<file path="src/rtl/tape_strobe_ctrl.sv">
module tape_strobe_ctrl #(
  parameter int TIMEOUT_CLKS = 20000
) (
  input  logic clk,
  input  logic rst_n,
  input  logic sprocket_i,
  input  logic buf_full_i,
  output logic strobe_n_o,
  output logic motor_run_o,
  output logic brake_o,
  output logic alarm_o
);
  localparam int CW = $clog2(TIMEOUT_CLKS + 1);

  typedef enum logic [1:0] {M_BRAKE, M_RUN, M_COAST} motor_e;

  logic [1:0] sp_sync, bf_sync;
  logic       sp_q;
  logic       sp_s, bf_s, sp_rise;
  logic [CW-1:0] cnt;
  logic       expire;
  motor_e     motor;

  assign sp_s    = sp_sync[1];
  assign bf_s    = bf_sync[1];
  assign sp_rise = sp_s & ~sp_q;
  assign expire  = ~strobe_n_o & ~bf_s & (cnt == CW'(TIMEOUT_CLKS - 1));

  always_ff @(posedge clk or negedge rst_n) begin
    if (!rst_n) begin
      sp_sync <= '0;
      bf_sync <= '0;
      sp_q    <= 1'b0;
    end else begin
      sp_sync <= {sp_sync[0], sprocket_i};
      bf_sync <= {bf_sync[0], buf_full_i};
      sp_q    <= sp_s;
    end
  end

  always_ff @(posedge clk or negedge rst_n) begin
    if (!rst_n)                      strobe_n_o <= 1'b1;
    else if (bf_s)                   strobe_n_o <= 1'b1;
    else if (sp_rise && strobe_n_o)  strobe_n_o <= 1'b0;
  end

  always_ff @(posedge clk or negedge rst_n) begin
    if (!rst_n) begin
      cnt     <= '0;
      alarm_o <= 1'b0;
    end else begin
      if (expire) alarm_o <= 1'b1;
      if (strobe_n_o || bf_s)  cnt <= '0;
      else if (!expire)        cnt <= cnt + 1'b1;
    end
  end

  always_ff @(posedge clk or negedge rst_n) begin
    if (!rst_n)     motor <= M_BRAKE;
    else if (!bf_s) motor <= M_RUN;
    else if (sp_s)  motor <= M_COAST;
    else            motor <= M_BRAKE;
  end

  assign motor_run_o = (motor == M_RUN);
  assign brake_o     = (motor == M_BRAKE);

  AST_ACK_ENDS_STROBE: assert property (@(posedge clk) disable iff (!rst_n)
    bf_s |=> strobe_n_o);
  AST_COAST: assert property (@(posedge clk) disable iff (!rst_n)
    (bf_s && sp_s) |=> (!motor_run_o && !brake_o));
  AST_BRAKE: assert property (@(posedge clk) disable iff (!rst_n)
    (bf_s && !sp_s) |=> (brake_o && !motor_run_o));
  AST_RUN: assert property (@(posedge clk) disable iff (!rst_n)
    !bf_s |=> (motor_run_o && !brake_o));
  AST_ALARM_STICKY: assert property (@(posedge clk) disable iff (!rst_n)
    alarm_o |=> alarm_o);
  AST_ALARM_ON_STUCK: assert property (@(posedge clk) disable iff (!rst_n)
    $rose(alarm_o) |-> !strobe_n_o);
  AST_ACK_BLOCKS_ALARM: assert property (@(posedge clk) disable iff (!rst_n)
    (bf_s && !alarm_o) |=> !alarm_o);
endmodule

</file>
<file path="config.mk">
export PLATFORM = sky130hd
export DESIGN_NAME = tape_strobe_ctrl
export DESIGN_NICKNAME = d
export VERILOG_FILES = /design/src/rtl/tape_strobe_ctrl.sv
export SDC_FILE = /design/constraint.sdc
export NUM_CORES = 1
export LEC_CHECK = 0
export ABC_AREA = 1
export BUFFER_PORTS_ARGS = -buffer_cell sky130_fd_sc_hd__buf_2
export CAP_MARGIN = 20
export CORE_MARGIN = 3
export CORE_UTILIZATION = 30
export DETAILED_ROUTE_END_ITERATION = 8
export HOLD_SLACK_MARGIN = 0.02
export SLEW_MARGIN = 5
export SYNTH_ARGS = -nofsm -noshare
export SYNTH_HDL_FRONTEND = slang
export SYNTH_SLANG_ARGS = --single-unit
export TNS_END_PERCENT = 5
</file>
<file path="constraint.sdc">
create_clock -name clk -period 1.13 [get_ports clk]
set_input_delay 0.113 -clock clk [delete_from_list [all_inputs] [get_ports clk]]
set_output_delay 0.113 -clock clk [all_outputs]
set_load 0.05 [all_outputs]
</file>
==> flow_summary.rst, run 1 <==
.. list-table::
   :header-rows: 1

   * - Metric
     - Value
   * - Number of vias per cell after detailed routing
     - roughly 4.6
   * - Syn_area_per_cell
     - 7.546 um2
   * - Max frequency
     - 785.9 MHz
   * - Filler Cell Count
     - 356
   * - Largest net degree at the start of global routing
     - 25
   * - Initial Util
     - 0.3218
   * - Total leakage power
     - 0.7802 nW
   * - Largest fanout on the critical path
     - 4
   * - Main combinational cell family by area after synthesis
     - simple AND/OR/NAND/NOR gates
   * - CP Data Arrival Time
     - 1.48 ns
   * - Post-Synth Adder-Cell Area
     - 0.02047
   * - Weighted congestion at the end of routability-driven global placement
     - around 0.8
   * - Area added between synthesis and finish
     - 40.12%
   * - Wire length per cell after detailed routing
     - between 10 and 15 um
   * - Worst Hold Class
     - in -> async
   * - Max H-tree Level
     - 1
   * - CTS max path bufs
     - 2
   * - Number of enable flip-flop cells after synthesis
     - 0
   * - Setup TNS after final layout
     - -1.253 ns
   * - Gate Count Post-Synth
     - 162
   * - Fraction of synthesized area in multiplexers
     - 0
   * - Wire length of the first global-routing pass
     - 4491 um
   * - Result of the run
     - finished, violations left
   * - Async SR Flop Fraction
     - 1.000
   * - Number of I/O pins
     - 8
   * - Minimum setup slack in the final design
     - -0.1424 ns
   * - Vias after detailed routing
     - between 1000 and 1500
   * - Syn nets
     - around 170
   * - Simple-gate share of the synthesized area
     - 0.3920
   * - Category of the worst setup path capture point
     - flop
   * - Fraction of post-synthesis cell area in the top cell type by area
     - 0.4708
   * - Final routed DRC violation total
     - 0
   * - Crit path top cell by count
     - nand2_1
   * - WHS
     - 0.3510 ns
   * - Sequential element share of the synthesized area
     - 0.4923
   * - GRT Util Overall
     - 0.1149
   * - CTS sink cnt
     - 24
   * - Final design instance area without fill
     - 1713 um2
   * - Synth warnings
     - 0
   * - Worst-path cell chain
     - ha_2, inv_2, nor2_4, buf_4, nand3_1, nand2_1, nand2_1, nor2_1
   * - Iter 0 DRT Violations
     - 78
   * - Number of storage elements in the synthesis netlist
     - 24
   * - Final WL
     - 2714 um
   * - Parity-gate share of the synthesized area counting xor and xnor cells
     - 0.007165
   * - Commonest cells post-synth
     - nand2_1 (40), nor2_1 (36), dfrtp_1 (23)
   * - Remaining antenna violation count after routing
     - 0
   * - Kind of critical path
     - reg -> reg
   * - HPWL after detailed placement
     - between 1500 and 2000 um
   * - Total count of max-transition violations in the final report
     - 0
   * - Required time at the worst-slack endpoint
     - 1.34 ns
   * - Actual transition at the worst max-transition pin
     - 0.5315 ns
   * - Chip Height
     - around 70 um
   * - Highest cell delay on the worst timing path
     - 0.42 ns
   * - Cell row count
     - 22
   * - Cell at the slowest stage of the critical path
     - dfrtp_2
   * - Post-route clock skew
     - about 0.0018 ns
   * - Total instance count after detailed placement
     - 229
   * - Cell taking the most area after synthesis
     - dfrtp_1
   * - Fraction of final layout cells sized beyond drive strength 1
     - 0.3333
   * - Count of unique library cells instantiated by Yosys
     - 17
   * - Worst vdd rail ir drop
     - 0.7777 mV
   * - Power Dens Cells
     - approximately 1000 nW/um2
   * - Cell family contributing the most delay on the critical path
     - flip-flops
   * - Most used flip-flop cell after synthesis
     - dfrtp_1
   * - Number of max-cap violations
     - 0
   * - Via count of the first global-routing pass
     - 1026
   * - Crit share post-route
     - 1.126
   * - Placed cell area
     - 1483 um2
   * - Nets@finish
     - 199
   * - Number of antenna violations at the first check in global routing
     - 0
   * - Clock buffers created by TritonCTS
     - 3
   * - Pre-antenna DRT Iters
     - 4
   * - Most common cell in the synthesized netlist
     - nand2_1
   * - Synth Area in Compound Gates
     - 0.01842
   * - Post-layout minimum cycle time
     - 1.272 ns
   * - Die Footprint
     - a little under 5000 um2
   * - Critical path startpoint category
     - flop
   * - Cell types with the largest area share after synthesis
     - dfrtp_1 (47%), nand2_1 (12%), nor2_1 (11%)
   * - CTS root buf
     - clkbuf_8
   * - Remaining Overflow, GRT
     - 0
   * - Final setup viols
     - 16
   * - Final Hold Viols
     - 0
   * - Number of antenna diodes
     - 0
   * - Non-filler cells, final
     - 240
   * - I/O Buffers
     - 7
   * - CTS tree
     - done
   * - Area of the core region
     - ~3800 um2
   * - Clock slew at the register clock pins of the worst setup and hold paths
     - 0.09 ns
   * - Die outline width
     - 69.84 um
   * - Sum of buffers and inverters on the critical path
     - 2
   * - Clock insertion delay at the later pin of the skew report
     - 0.27 ns
   * - Violated checks
     - setup timing
   * - Max-Slew Margin vs Limit
     - 0.6457
   * - Setup repair after global routing missed its margin
     - true
   * - Total standard cell area after synthesis
     - about 1200 um2
==> report_power, final <==
| group | internal, mW | leakage [nW] | switching [mW] |
|---|---|---|---|
| logic | 0.0594 | 0.435 | 0.0819 |
| clock network | 0.474 | 0.0357 | 0.280 |
| registers | 0.879 | 0.310 | 0.0147 |
==> per-layer routing <==
metal | part of all wire | GRT usage | up-vias
li1 | - | - | 567
met1 | 0.47 | 0.1429 | 512
met2 | 0.48 | 0.1920 | 26
met3 | 0.041 | 0.02174 | 4
met4 | 0.014 | 0.05106 | 0
met5 | 0 | 0 | -
==> logic make-up (layout without fill, tap and decap cells) <==
| group | count (synthesis) | count (layout) |
|---|---|---|
| DFF | 24 | 24 |
| AOI/OAI and AO/OA | 4 | 4 |
| xor gates and xnor gates | 1 | 1 |
| buffers and inverters | 22 | 52 |
| adders and majority gates | 2 | 2 |
| and+or+nand+nor | 109 | 109 |
==> final cells by class <==
class / count / area (um2) / area share
Multi-Input combinational cell: 116 / 660.6 / 0.3857
Clock buffer: 3 / 41.29 / 0.02411
Inverter: 20 / 75.07 / 0.04383
Sequential cell: 24 / 606.8 / 0.3543
Tap cell: 48 / 60.06 / 0.03506
Clock inverter: 1 / 30.03 / 0.01753
Timing Repair Buffer: 28 / 239.0 / 0.1395
==> what timing repair did <==
action / 4_1_cts / 5_1_grt
hold buffers: 3 / 0
gates resized for setup: 10 / 19
setup buffers: 0 / 4
pin swaps: 1 / 6
endpoints found under the setup margin: 17 / 19
hold endpoints to repair: 25 / 0
==> cells in the final DEF (no fill, tap or decap), drive strengths merged <==
master	count
nand2	44
nor2	41
buf	25
dfrtp	23
inv	20
nand3	14
nand4	8
a21oi	3
clkbuf	3
dlygate4sd3	3
or2	2
ha	2
o21bai	1
xor2	1
bufinv	1
dfstp	1
==> state kept, by name (all words and copies together) (netlist names) <==
register	count
motor	2
strobe_n_o	1
bf_sync	2
sp_q	1
alarm_o	1
cnt	15
sp_sync	2
==> per-stage QoR <==
step / power (mW) / util / setup WS (ns)
6_report: 1.789 / 0.4509 / -0.1424
5_1_grt: 1.871 / 0.4509 / -0.2237
4_1_cts: 1.804 / 0.4282 / -0.1356
3_5_place_dp: 1.021 / 0.3903 / -0.1160
3_3_place_gp: 1.021 / 0.3903 / -0.1129
2_1_floorplan: 0.9681 / - / -0.02509
==> worst paths after layout <==
kind | startpoint | to | slack [ns] | cells after the start
max | cnt[1]$_DFFE_PN0P_ | cnt[12]$_DFFE_PN0P_ | -0.14 | 8
min | rst_n | cnt[14]$_DFFE_PN0P_ | 0.35 | 2
max reg2reg | cnt[1]$_DFFE_PN0P_ | cnt[12]$_DFFE_PN0P_ | -0.14 | 8
min reg2reg | sp_sync[0]$_DFF_PN0_ | sp_sync[1]$_DFF_PN0_ | 0.36 | 0
max in group asynchronous | rst_n | cnt[0]$_DFFE_PN0P_ | 0.39 | 2
min in group clk | sp_sync[0]$_DFF_PN0_ | sp_sync[1]$_DFF_PN0_ | 0.36 | 0
Power figures use the tool's default switching activity.
==> run 2: changes to the inputs <==
--- a/config.mk
+++ b/config.mk
@@ -12,6 +12,7 @@
 export CORE_UTILIZATION = 30
 export DETAILED_ROUTE_END_ITERATION = 8
 export HOLD_SLACK_MARGIN = 0.02
+export SKIP_LAST_GASP = 1
 export SLEW_MARGIN = 5
 export SYNTH_ARGS = -nofsm -noshare
 export SYNTH_HDL_FRONTEND = slang
==> flow_summary.rst, run 2 (synthesized netlist as in run 1, its figures left out) <==
.. list-table::
   :header-rows: 1

   * - Metric
     - Value
   * - Max H-tree Level
     - 1
   * - Cell row count
     - 22
   * - Wire length of the first global-routing pass
     - 4353 um
   * - Sum of buffers and inverters on the critical path
     - 2
   * - Kind of critical path
     - reg -> reg
   * - Worst reg-to-reg path cell count
     - 6
   * - Die outline width
     - 69.84 um
   * - Reg-to-reg startpoint
     - cnt[1]$_DFFE_PN0P_
   * - CTS tree
     - done
   * - Worst vdd rail ir drop
     - between 0.7 and 0.8 mV
   * - Fraction of final layout cells sized beyond drive strength 1
     - 0.3177
   * - Post-route clock skew
     - 0.003573 ns
   * - Leading cell type in the layout, fill and taps excluded
     - nand2_1
   * - Total Power Consumption
     - 1.762 mW
   * - Total count of max-transition violations in the final report
     - 0
   * - Total instance count after detailed placement
     - about 230
   * - Worst Hold Class
     - in -> async
   * - Number of I/O pins
     - 8
   * - End of the worst register-to-register path
     - cnt[8]$_DFFE_PN0P_
   * - Via count of the first global-routing pass
     - 1013
   * - Pre-antenna DRT Iters
     - 4
   * - Number of max-cap violations
     - 0
   * - Area added between synthesis and finish
     - 35.31%
   * - HPWL after detailed placement
     - 1835 um
   * - Nets@finish
     - 199
   * - Highest cell delay on the worst timing path
     - 0.45 ns
   * - Final design instance area without fill
     - ~1700 um2
   * - Required time at the worst-slack endpoint
     - 1.29 ns
   * - Crit path top cell by count
     - a21oi_1
   * - WHS
     - around 0.35 ns
   * - Remaining antenna violation count after routing
     - 0
   * - Category of the worst setup path capture point
     - flop
   * - Final routed DRC violation total
     - 0
   * - Largest register FFs
     - 15
   * - Critical path startpoint category
     - flop
   * - Crit share post-route
     - 1.139
   * - Wire length per cell after detailed routing
     - ~11 um
   * - DP Worst Slack
     - -0.1160 ns
   * - Setup repair after global routing missed its margin
     - true
   * - Post-layout minimum cycle time
     - 1.287 ns
   * - Clock slew at the register clock pins of the worst setup and hold paths
     - 0.08 ns
   * - Max frequency
     - 776.8 MHz
   * - Actual transition at the worst max-transition pin
     - 0.5268 ns
   * - Remaining Overflow, GRT
     - 0
   * - Final setup viols
     - 17
   * - Clock buffers created by TritonCTS
     - 3
   * - Die Footprint
     - 4877 um2
   * - Number of antenna diodes
     - 0
   * - Largest net degree at the start of global routing
     - 25
   * - Max-Slew Margin vs Limit
     - 0.6488
   * - Initial Util
     - 0.3218
   * - Cell family contributing the most delay on the critical path
     - flip-flops
   * - CTS sink cnt
     - 24
   * - Area of the core region
     - 3799 um2
   * - Final Hold Viols
     - 0
   * - Setup TNS after final layout
     - -1.589 ns
   * - Fraction of the core area covered by cells at the end of the flow
     - 0.4354
   * - Number of vias per cell after detailed routing
     - 4.504
   * - Number of antenna violations at the first check in global routing
     - 0
   * - I/O Buffers
     - 7
   * - Vias after detailed routing
     - 1081
   * - Minimum setup slack in the final design
     - -0.1574 ns
   * - Weighted congestion at the end of routability-driven global placement
     - 0.8072
   * - CTS root buf
     - clkbuf_8
   * - Clock insertion delay at the later pin of the skew report
     - ~0.27 ns
   * - CTS max path bufs
     - 2
   * - Largest register by flop count
     - cnt
   * - CP Data Arrival Time
     - 1.44 ns
   * - Iter 0 DRT Violations
     - 60
   * - Placed cell area
     - 1483 um2
   * - Cell at the slowest stage of the critical path
     - dfrtp_2
   * - Most frequent cells in the layout
     - nand2_1 (40), nor2_1 (30), inv_1 (19), dfrtp_1 (19), buf_4 (17)
   * - Largest fanout on the critical path
     - 4
   * - Worst-path cell chain
     - ha_2, inv_2, nor2_4, buf_4, a21oi_1, a21oi_1
   * - R2r setup slk
     - -0.16 ns
   * - Chip Height
     - 69.84 um
   * - Power Dens Cells
     - 1066 nW/um2
   * - Non-filler cells, final
     - 240
   * - GRT Util Overall
     - 0.1107
   * - Final WL
     - ~2600 um
   * - Result of the run
     - finished, violations left
   * - Total leakage power
     - 0.7539 nW
   * - Violated checks
     - setup timing
run 2: cell types whose count changed in the layout (fill, tap and decap cells not counted):
cell     delta
nor2_1      +2
nand3_2     +1
nand2_1     +1
nor2_4      -2
nand2_4     -1
buf_2       +3
buf_8       -1
or2_2       +1
or2_4       -1
buf_4       +1
buf_6       -3
nand3_4     -1
run 2: timing repair:
action	4_1_cts	5_1_grt
pin swaps	1	3
hold endpoints to repair	25	0
setup buffers	0	4
gates resized for setup	2	9
gates cloned	0	0
endpoints found under the setup margin	17	19
hold buffers	3	0
run 2: worst max-delay path by stage:
stage | from | endpoint | slack, ns | depth (start not counted)
2_1_floorplan | cnt[0]$_DFFE_PN0P_ | cnt[10]$_DFFE_PN0P_ | -0.03 | 8
3_3_place_gp | cnt[1]$_DFFE_PN0P_ | cnt[5]$_DFFE_PN0P_ | -0.11 | 6
3_5_place_dp | cnt[1]$_DFFE_PN0P_ | cnt[5]$_DFFE_PN0P_ | -0.12 | 6
4_1_cts | cnt[1]$_DFFE_PN0P_ | cnt[10]$_DFFE_PN0P_ | -0.14 | 8
5_1_grt | cnt[1]$_DFFE_PN0P_ | cnt[13]$_DFFE_PN0P_ | -0.21 | 7
6_report | cnt[1]$_DFFE_PN0P_ | cnt[8]$_DFFE_PN0P_ | -0.16 | 6
run 2: cell type report:
class | count | area [um2]
fill | 362 | 2145
clock inverter | 1 | 30.03
sequential | 24 | 606.8
tap | 48 | 60.06
inverter | 20 | 75.07
timing repair buffer | 28 | 212.7
multi-input combinational | 116 | 628.1
clock buffer | 3 | 41.29
run 2: power by group:
part	switching (mW)	total (mW)	internal [mW]	leakage, nW
logic	0.0790	0.125	0.0462	0.408
clock network	0.274	0.747	0.474	0.0357
registers	0.0115	0.890	0.879	0.310
total	0.364	1.76	1.40	0.754
run 2: routing by layer:
layer / wire length, um / global-route usage / vias up / part of all wire
met3: 112 / 0.02174 / 4 / 0.043
li1: - / - / 563 / -
met1: 1249 / 0.1366 / 488 / 0.48
met2: 1207 / 0.1847 / 26 / 0.46
met5: 0 / 0 / - / 0
met4: 37 / 0.05106 / 0 / 0.014
==> run 3: changes to the inputs <==
--- a/config.mk
+++ b/config.mk
@@ -8,10 +8,13 @@
 export ABC_AREA = 1
 export BUFFER_PORTS_ARGS = -buffer_cell sky130_fd_sc_hd__buf_2
 export CAP_MARGIN = 20
+export CELL_PAD_IN_SITES_DETAIL_PLACEMENT = 1
+export CELL_PAD_IN_SITES_GLOBAL_PLACEMENT = 1
 export CORE_MARGIN = 3
-export CORE_UTILIZATION = 30
+export CORE_UTILIZATION = 34
 export DETAILED_ROUTE_END_ITERATION = 8
 export HOLD_SLACK_MARGIN = 0.02
+export PLACE_DENSITY_LB_ADDON = 0.1
 export SKIP_LAST_GASP = 1
 export SLEW_MARGIN = 5
 export SYNTH_ARGS = -nofsm -noshare
==> flow_summary.rst, run 3 (synthesized netlist as in run 1, its figures left out) <==
.. list-table::
   :header-rows: 1

   * - Metric
     - Value
   * - Result of the run
     - finished, violations left
   * - Violated checks
     - setup timing
   * - CP Data Arrival Time
     - 1.46 ns
   * - Total instance count after detailed placement
     - 232
   * - Number of vias per cell after detailed routing
     - between 4 and 5
   * - Largest register by flop count
     - cnt
   * - Largest fanout on the critical path
     - 4
   * - Largest net degree at the start of global routing
     - 25
   * - Final Hold Viols
     - 0
   * - Worst vdd rail ir drop
     - 0.9810 mV
   * - Minimum setup slack in the final design
     - -0.09261 ns
   * - Via count of the first global-routing pass
     - ~1300
   * - Final setup viols
     - 18
   * - Total count of max-transition violations in the final report
     - 0
   * - Clock slew at the register clock pins of the worst setup and hold paths
     - 0.16 ns
   * - Number of antenna violations at the first check in global routing
     - 0
   * - Remaining Overflow, GRT
     - 0
   * - Wire length of the first global-routing pass
     - 5478 um
   * - Largest register FFs
     - 15
   * - Cell row count
     - 21
   * - Area of the core region
     - 3390 um2
   * - CTS tree
     - done
   * - Vias after detailed routing
     - 1135
   * - Most frequent cells in the layout
     - nand2_1 (39), nor2_1 (28), buf_4 (22)
   * - CTS max path bufs
     - 2
   * - Clock buffers created by TritonCTS
     - 3
   * - Category of the worst setup path capture point
     - flop
   * - Fraction of the core area covered by cells at the end of the flow
     - 0.5046
   * - I/O Buffers
     - 7
   * - Number of I/O pins
     - 8
   * - GRT Util Overall
     - 0.1622
   * - R2r setup slk
     - -0.09 ns
   * - Kind of critical path
     - reg -> reg
   * - Required time at the worst-slack endpoint
     - between 1 and 1.5 ns
   * - Leading cell type in the layout, fill and taps excluded
     - nand2_1
   * - Max H-tree Level
     - 1
   * - Reg-to-reg startpoint
     - cnt[1]$_DFFE_PN0P_
   * - Iter 0 DRT Violations
     - 46
   * - WHS
     - about 0.28 ns
   * - Max-Slew Margin vs Limit
     - 0.6302
   * - Actual transition at the worst max-transition pin
     - around 0.55 ns
   * - Wire length per cell after detailed routing
     - between 10 and 15 um
   * - Die Footprint
     - 4351 um2
   * - End of the worst register-to-register path
     - cnt[0]$_DFFE_PN0P_
   * - Max frequency
     - 817.9 MHz
   * - Pre-antenna DRT Iters
     - 4
   * - Nets@finish
     - just over 200
   * - Critical path startpoint category
     - flop
   * - Post-layout minimum cycle time
     - 1.223 ns
   * - DP Worst Slack
     - -0.1423 ns
   * - Die outline width
     - about 66 um
   * - Area added between synthesis and finish
     - 39.92%
   * - Final WL
     - 3239 um
   * - CTS sink cnt
     - 24
   * - Non-filler cells, final
     - 242
   * - Chip Height
     - 65.96 um
   * - Setup repair after global routing missed its margin
     - true
   * - Total leakage power
     - 0.7689 nW
   * - Post-route clock skew
     - between 0.01 and 0.015 ns
   * - CTS root buf
     - clkbuf_4
   * - Worst reg-to-reg path cell count
     - 6
   * - Final routed DRC violation total
     - 0
   * - Number of max-cap violations
     - 0
   * - Weighted congestion at the end of routability-driven global placement
     - 0.8097
   * - Clock insertion delay at the later pin of the skew report
     - 0.33 ns
   * - Remaining antenna violation count after routing
     - 0
   * - Number of antenna diodes
     - 0
   * - Crit share post-route
     - 1.082
   * - HPWL after detailed placement
     - 2305 um
   * - Fraction of final layout cells sized beyond drive strength 1
     - 0.3622
   * - Initial Util
     - 0.3606
   * - Power Dens Cells
     - 981.2 nW/um2
   * - Worst Hold Class
     - in -> async
[run 3: changes by cell type in the layout (fill, tap and decap cells not counted), sizes merged]
cell / change
buf: +3
clkbuf: +1
[run 3: report_power, final]
part / switching (mW) / total (mW) / internal, mW
Sequential: 0.0163 / 0.896 / 0.880
Clock: 0.297 / 0.655 / 0.358
Combinational: 0.0810 / 0.127 / 0.0459
Total: 0.394 / 1.68 / 1.28
[run 3: worst max-delay path: stages, from the launching register on]
cell	delay [ns]
dfrtp_2	0.48
ha_4	0.19
nand3_4	0.11
nor2_4	0.14
nand2_2	0.08
nand3_2	0.08
nand2_1	0.05
[run 3: how the worst max path moves through the flow]
stage | startpoint | slack, ns | cells after the start | to
after floorplan | cnt[0]$_DFFE_PN0P_ | -0.03 | 8 | cnt[10]$_DFFE_PN0P_
after global placement | cnt[0]$_DFFE_PN0P_ | -0.10 | 6 | cnt[5]$_DFFE_PN0P_
after detailed placement | cnt[1]$_DFFE_PN0P_ | -0.14 | 6 | cnt[0]$_DFFE_PN0P_
after CTS | cnt[1]$_DFFE_PN0P_ | -0.16 | 8 | cnt[10]$_DFFE_PN0P_
after global routing | cnt[1]$_DFFE_PN0P_ | -0.19 | 6 | cnt[0]$_DFFE_PN0P_
final | cnt[1]$_DFFE_PN0P_ | -0.09 | 6 | cnt[0]$_DFFE_PN0P_
[run 3: layer usage]
layer  wire, um  track usage
met1       1506       0.1926
met2       1670       0.3066
met3         46      0.02551
met4         15      0.03046
met5          0            0
[run 3: area by class of cell]
| class | instances | area [um2] |
|---|---|---|
| Fill cell | 400 | 1679 |
| Tap cell | 46 | 57.56 |
| Clock buffer | 3 | 22.52 |
| Inverter | 20 | 75.07 |
| Timing Repair Buffer | 32 | 247.7 |
| Sequential cell | 24 | 609.3 |
| Clock inverter | 1 | 30.03 |
| Multi-Input combinational cell | 116 | 668.1 |
[run 3: per-stage QoR]
stage / TNS, ns / area (um2) / total power [mW]
after floorplan: -0.1666 / 1286 / 0.9681
after global placement: -0.7571 / 1518 / 1.021
after detailed placement: -1.269 / 1518 / 1.026
after CTS: -1.834 / 1617 / 1.693
after global routing: -2.517 / 1710 / 1.735
final: -1.002 / 1710 / 1.678
[run 3: timing repair]
action | in CTS | in global routing
setup endpoints to repair | 19 | 19
setup buffers | 0 | 3
gates resized for setup | 4 | 20
hold buffers | 3 | 0
endpoints found under the hold margin | 25 | 0
gates cloned | 0 | 0
pin swaps | 1 | 9
